===== src/rtl/rxseq_pkg.sv =====
// Shared types for the receive transfer sequencer.
// Assumes a 3-bit transfer code and a 2-bit sequencer state.
package rxseq_pkg;
    typedef enum logic [2:0] {
        XC_FILL  = 3'b000,
        XC_START = 3'b001,
        XC_DATA  = 3'b010,
        XC_END   = 3'b011,
        XC_STAT  = 3'b101
    } xfer_code_e;

    typedef enum logic [1:0] {
        SQ_IDLE  = 2'd0,
        SQ_FRAME = 2'd1,
        SQ_STAT  = 2'd2,
        SQ_ABT   = 2'd3
    } seq_state_e;
endpackage


===== src/rtl/rxseq_fs_collect.sv =====
// Builds the frame-status field one symbol at a time, starting at the top bit.
// Assumes the caller feeds symbols only during the status phase and clears the
// field between frames. fs_nxt already includes a symbol strobed this cycle.
module rxseq_fs_collect #(
    parameter int FS_SYMS = 5
) (
    input  logic               clk,
    input  logic               rst_n,
    input  logic               clr,
    input  logic               sym_vld,
    input  logic               sym_s,
    output logic [FS_SYMS-1:0] fs_nxt
);
    localparam int CW = $clog2(FS_SYMS + 1);

    logic [FS_SYMS-1:0] fs_q;
    logic [CW-1:0]      cnt_q;
    logic               ins;

    // accept a symbol only while the field still has room
    assign ins = sym_vld && (cnt_q < CW'(FS_SYMS));

    // place the incoming symbol at the next free position, counting downward
    for (genvar k = 0; k < FS_SYMS; k++) begin : g_bit
        assign fs_nxt[k] = (ins && (cnt_q == CW'(FS_SYMS - 1 - k))) ? sym_s : fs_q[k];
    end

    // hold the field and its fill count
    always_ff @(posedge clk) begin
        if (!rst_n || clr) begin
            fs_q  <= '0;
            cnt_q <= '0;
        end else begin
            fs_q  <= fs_nxt;
            cnt_q <= cnt_q + CW'(ins);
        end
    end
endmodule


===== src/rtl/rxseq_ctrl.sv =====
// Sequencer state machine: idle -> frame -> status (or abort) -> idle.
// Works out the code and byte for the next cycle. Enforces the transfer order
// and keeps the flush bit from END_DATA so it can go into FRAME_STATUS.
module rxseq_ctrl
    import rxseq_pkg::*;
#(
    parameter int BYTE_W  = 8,
    parameter int FS_SYMS = 5
) (
    input  logic               clk,
    input  logic               rst_n,
    input  logic [BYTE_W-1:0]  din,
    input  logic               start_i,
    input  logic               data_i,
    input  logic               end_i,
    input  logic               done_i,
    input  logic               sym_vld_i,
    input  logic               abort_i,
    input  logic               flush_i,
    input  logic               sec_nsa_i,
    input  logic               nsa_en_i,
    input  logic [FS_SYMS-1:0] fs_nxt,
    output logic               fs_clr,
    output logic               fs_feed,
    output xfer_code_e         nxt_code,
    output logic [BYTE_W-1:0]  nxt_byte
);
    localparam int F_BIT   = BYTE_W - 1;
    localparam int ERR_BIT = BYTE_W - 2;

    seq_state_e st_q, st_n;
    logic       f_q, f_n;

    // next-state and next-output decode
    always_comb begin
        st_n     = st_q;
        f_n      = f_q;
        fs_clr   = 1'b0;
        fs_feed  = 1'b0;
        nxt_code = XC_FILL;
        nxt_byte = '0;
        case (st_q)
            SQ_IDLE: begin
                if (start_i) begin
                    nxt_code = XC_START;
                    nxt_byte = din;
                    fs_clr   = 1'b1;
                    st_n     = SQ_FRAME;
                end
            end
            SQ_FRAME: begin
                if (abort_i) begin
                    nxt_code         = XC_END;
                    nxt_byte[F_BIT]  = flush_i;
                    nxt_byte[ERR_BIT] = 1'b1;
                    f_n              = flush_i;
                    st_n             = SQ_ABT;
                end else if (end_i) begin
                    nxt_code        = XC_END;
                    nxt_byte[F_BIT] = flush_i;
                    f_n             = flush_i;
                    st_n            = SQ_STAT;
                end else if (data_i) begin
                    nxt_code = XC_DATA;
                    nxt_byte = din;
                end
            end
            SQ_STAT: begin
                fs_feed = sym_vld_i;
                if (done_i) begin
                    nxt_code                = XC_STAT;
                    nxt_byte[FS_SYMS-1:0]   = fs_nxt;
                    nxt_byte[F_BIT]         = f_q | (sec_nsa_i & nsa_en_i);
                    fs_clr                  = 1'b1;
                    st_n                    = SQ_IDLE;
                end
            end
            default: begin
                nxt_code          = XC_STAT;
                nxt_byte[F_BIT]   = f_q;
                nxt_byte[ERR_BIT] = 1'b1;
                st_n              = SQ_IDLE;
            end
        endcase
    end

    // state and held flush bit
    always_ff @(posedge clk) begin
        if (!rst_n) begin
            st_q <= SQ_IDLE;
            f_q  <= 1'b0;
        end else begin
            st_q <= st_n;
            f_q  <= f_n;
        end
    end
endmodule


===== src/rtl/rxseq_parity.sv =====
// Odd parity generator: the output makes the total count of ones odd.
module rxseq_parity #(
    parameter int W = 8
) (
    input  logic [W-1:0] d,
    output logic         p
);
    // odd parity over the data word
    assign p = ~(^d);
endmodule


===== src/rtl/rx_xfer_seq.sv =====
// Receive frame transfer sequencer top. It registers the code, the byte and
// the odd parity from the sequencer. Assumes strobes are single-cycle and
// synchronous to clk. All outputs change one clock after the strobe.
module rx_xfer_seq
    import rxseq_pkg::*;
#(
    parameter int BYTE_W  = 8,
    parameter int FS_SYMS = 5
) (
    input  logic              clk,
    input  logic              rst_n,
    input  logic [BYTE_W-1:0] rx_byte,
    input  logic              rx_start,
    input  logic              rx_data,
    input  logic              rx_end,
    input  logic              rx_sym_vld,
    input  logic              rx_sym_s,
    input  logic              rx_fs_done,
    input  logic              sys_abort,
    input  logic              flush_flag,
    input  logic              sec_nsa,
    input  logic              nsa_flush_en,
    output logic [BYTE_W-1:0] xfer_byte,
    output logic [2:0]        xfer_code,
    output logic              xfer_par
);
    logic [FS_SYMS-1:0] fs_nxt;
    logic               fs_clr, fs_feed, par_nxt;
    xfer_code_e         nxt_code;
    logic [BYTE_W-1:0]  nxt_byte;

    rxseq_fs_collect #(.FS_SYMS(FS_SYMS)) u_fs (
        .clk(clk), .rst_n(rst_n), .clr(fs_clr),
        .sym_vld(fs_feed), .sym_s(rx_sym_s), .fs_nxt(fs_nxt)
    );

    rxseq_ctrl #(.BYTE_W(BYTE_W), .FS_SYMS(FS_SYMS)) u_ctrl (
        .clk(clk), .rst_n(rst_n), .din(rx_byte),
        .start_i(rx_start), .data_i(rx_data), .end_i(rx_end),
        .done_i(rx_fs_done), .sym_vld_i(rx_sym_vld), .abort_i(sys_abort),
        .flush_i(flush_flag), .sec_nsa_i(sec_nsa), .nsa_en_i(nsa_flush_en),
        .fs_nxt(fs_nxt), .fs_clr(fs_clr), .fs_feed(fs_feed),
        .nxt_code(nxt_code), .nxt_byte(nxt_byte)
    );

    rxseq_parity #(.W(BYTE_W)) u_par (.d(nxt_byte), .p(par_nxt));

    // output register stage
    always_ff @(posedge clk) begin
        if (!rst_n) begin
            xfer_byte <= '0;
            xfer_code <= XC_FILL;
            xfer_par  <= 1'b1;
        end else begin
            xfer_byte <= nxt_byte;
            xfer_code <= nxt_code;
            xfer_par  <= par_nxt;
        end
    end
endmodule


===== config.mk =====
export PLATFORM = sky130hd
export DESIGN_NAME = rx_xfer_seq
export DESIGN_NICKNAME = d
export VERILOG_FILES = /design/src/rtl/rxseq_pkg.sv /design/src/rtl/rxseq_fs_collect.sv /design/src/rtl/rxseq_ctrl.sv /design/src/rtl/rxseq_parity.sv /design/src/rtl/rx_xfer_seq.sv
export SDC_FILE = /design/constraint.sdc
export NUM_CORES = 1
export LEC_CHECK = 0
export BUFFER_PORTS_ARGS = -buffer_cell sky130_fd_sc_hd__buf_4
export CELL_PAD_IN_SITES_DETAIL_PLACEMENT = 0
export CELL_PAD_IN_SITES_GLOBAL_PLACEMENT = 2
export CORE_MARGIN = 5
export CORE_UTILIZATION = 30
export DETAILED_ROUTE_END_ITERATION = 8
export GPL_TIMING_DRIVEN = 0
export PLACE_DENSITY = 0.73
export SETUP_SLACK_MARGIN = 0.2
export SYNTH_ARGS = -nofsm -noshare
export SYNTH_HDL_FRONTEND = slang
export SYNTH_SLANG_ARGS = --single-unit
export TNS_END_PERCENT = 50

===== constraint.sdc =====
create_clock -name clk -period 2.55 [get_ports clk]
set_input_delay 0.1275 -clock clk [delete_from_list [all_inputs] [get_ports clk]]
set_output_delay 0.1275 -clock clk [all_outputs]
set_load 0.1 [all_outputs]

==> impl_metrics.yaml <==
critical_path:
  r2r-start: "u_ctrl.st_q[0]"
  startpoint: "u_ctrl.st_q[0]"
  cp.arrival_ns: 2.09
  startpoint_type: "flip-flop"
  critPathCaptureType: "flip-flop"
  worstSetupPathType: "reg -> reg"
  worstPathRequired_ns: 2.71
  cp_max_fo: 10
cts:
  cts_max_path_buffers: 2
  cts_resized: 0
  clk_latency_ns: 0.26
  holdBufCountCts: 0
  root_buffer: "clkbuf_8"
  numCtsBuffers: 3
  cts_tree: "done"
  clk_pin_slew_worst_paths_ns: 0.08
  post_cts_buffers: 0
  cts_htree_levels: 1
  cts.sink_count: 23
route:
  dr.max_layer_used: "met4"
  wirelength_mm: 2.629
  final_antenna_net_count: 0
  wl_met1_mm: 1.271
  via_per_inst: 4.647
  post_drt_wl_per_cell_um: 12.89
  vias: 948
  wl_met3_um: 130
  first_pass_iters: 2
  drtIter0Drc: 20
  met2_length_mm: 1.194
  drc: 0
logic_synthesis:
  ys_ff_latch: 23
  yosysUniqueCellTypes: 36
  postSynthCellCount: 121
  synth_nets: 143
  syn_area_per_cell_um2: 9.710
  yosys_warnings: 0
  yosysSeqAreaShare_pct: 39.19
  netlist_area_um2: 1175
global_routing:
  grt_max_degree: 13
  antenna_found_initial: 0
  grt_pass1_wl_mm: 4.498
  grt_pass1_vias: 934
  grtUsageTotal_pct: 10.89
  grt_overflow: 0
outcome:
  status: "finished, final reports clean"
power:
  power_density_nw_per_um2: 597.6
  ir_drop_mv: 0.1618
  power.leakage_nw: 0.6211
die:
  die_area_um2: 5268
  die_w_um: 72.58
  start_util_pct: 31.62
  rows: 22
  die-height_um: 72.58
  io_pins: 32
  core_area_um2: 3716
final_layout:
  drive_gt1_share_pct: 33.33
  n_antenna_cell: 0
  layout.nets: 179
  syn_to_final_growth_pct: 28.75
hold_path:
  hp-start: "rst_n"
  min_path_type: "in -> reg"
sta:
  fin_setup_tns_ns: 0
  slew_headroom_pct: 56.28
  maxSlewViolCount: 0
  finalCritPeriodShare_pct: 75.78
  final.setup.worst_slack_ns: 0.6177
  setup_viol: 0
  tightest_slew_ns: 0.6514
  hold_violations: 0
  min_period_ns: 1.932
  rsz0062_at_grt: "no"
  finClkSkew_ns: 0.003672
  fmaxAchievable_mhz: 517.5
placed_design:
  post-place-ws_ns: 0.6379
  dpl.hpwl_mm: 2.069
  portBuffers: 31
  routabilityCongestion: 0.8219
run:
  maxCapViolCount: 0
[stage by stage]
stage | power (mW) | hold WS [ns] | instances | utilization, % | instance area, µm²
final | 0.9040 | 0.07293 | 204 | 40.71 | 1513
after floorplan | 0.6143 | 0.1894 | 121 | - | 1175
after CTS | 0.9209 | 0.06971 | 204 | 40.71 | 1513
after global routing | 0.9487 | 0.07855 | 204 | 40.71 | 1513
after detailed placement | 0.6906 | 0.3514 | 200 | 39.49 | 1468
after global placement | 0.6923 | 0.3501 | 200 | 39.49 | 1468
[state kept, by name, summed over array words and instances (netlist names)]
signal	flops
xfer_byte	8
u_fs.fs_q	5
u_fs.cnt_q	3
xfer_code	3
u_ctrl.st_q	2
u_ctrl.f_q	1
xfer_par	1
[cell type report]
| cell class | count | area [µm²] |
|---|---|---|
| fillers | 374 | 2203 |
| multi-input cells | 83 | 653.1 |
| flip-flops and latches | 23 | 460.4 |
| repair buffers | 31 | 232.7 |
| well taps | 48 | 60.06 |
| inverters | 13 | 48.80 |
| clock buffers | 4 | 45.04 |
| plain buffers | 2 | 12.51 |
[routing by layer]
metal	vias to the layer above	GRT usage [%]
met4	0	3.689
met2	16	16.83
li1	496	-
met3	4	2.342
met5	-	0
met1	432	14.97
[Yosys cell counts]
cell type	instances	share of area, %
nor3_1	1	0.43
nor2_2	1	0.53
and3b_1	2	1.5
ha_1	2	2.1
xnor2_2	1	1.4
a221oi_1	1	0.75
nand2b_1	1	0.53
mux2i_1	6	5.1
nand2_1	5	1.6
nand3_1	1	0.43
xnor2_1	7	5.2
nor2b_1	1	0.53
a21oi_1	3	1.3
nand4bb_1	2	1.9
inv_1	12	3.8
a2111o_1	1	0.96
o311ai_4	1	2.2
a311oi_1	4	3.0
and2_2	1	0.64
a221oi_2	4	5.1
clkinv_1	1	0.32
dfxtp_1	23	39
buf_2	1	0.43
o21ai_0	4	1.7
nand2b_2	1	0.75
a21oi_2	1	0.75
nor2_1	19	6.1
o21ai_1	1	0.43
a2bb2oi_1	1	0.75
buf_4	1	0.64
o311a_1	1	0.85
and2_1	3	1.6
and3_4	4	3.8
o22ai_1	1	0.53
nand3b_4	1	1.7
and4bb_4	1	1.4
[placed cells by master (no fill, tap or decap), types with 2 or more instances in the layout]
cell       Yosys  layout
a311oi_1       4       4
mux2i_1        6       6
a221oi_2       4       4
and2_1         3       3
a21oi_1        3       3
nor2_1        19      19
and3_4         4       4
o21ai_0        4       4
inv_1         12      12
and3b_1        2       2
buf_4          1      32
clkbuf_8       0       3
nand4bb_1      2       2
nand2_1        5       5
xnor2_1        7       7
dfxtp_1       23      23
ha_1           2       2
[worst max-delay path, cell delays in order, from the launching register on]
cell,delay (ns)
dfxtp_1,0.35
buf_4,0.17
nor2b_1,0.17
and3b_1,0.19
a2111o_1,0.42
xnor2_1,0.18
xnor2_1,0.15
xnor2_1,0.14
nand2_1,0.06
[cells by family after synthesis]
group | share of synthesized area, %
adder cells (fa/ha/maj) | 2.130
AO/OA/AOI/OAI | 18.32
multiplexers | 5.112
AND/OR/NAND/NOR | 23.43
buffers and inverters | 5.218
XOR/XNOR | 6.603
flip-flops | 39.19
[worst paths after layout]
check | slack, ns | cells past startpoint | endpoint
worst max register to register | 0.62 | 8 | xfer_par
worst min register to register | 0.50 | 2 | u_ctrl.f_q
worst max-delay path | 0.62 | 8 | xfer_par
worst min-delay path | 0.07 | 2 | xfer_par
[report_power, final]
group	switching (mW)	internal, mW	total (mW)
clock network	0.113	0.111	0.225
logic	0.195	0.0981	0.293
registers	0.00722	0.379	0.386
No activity file was read; power rests on OpenSTA's default activity.
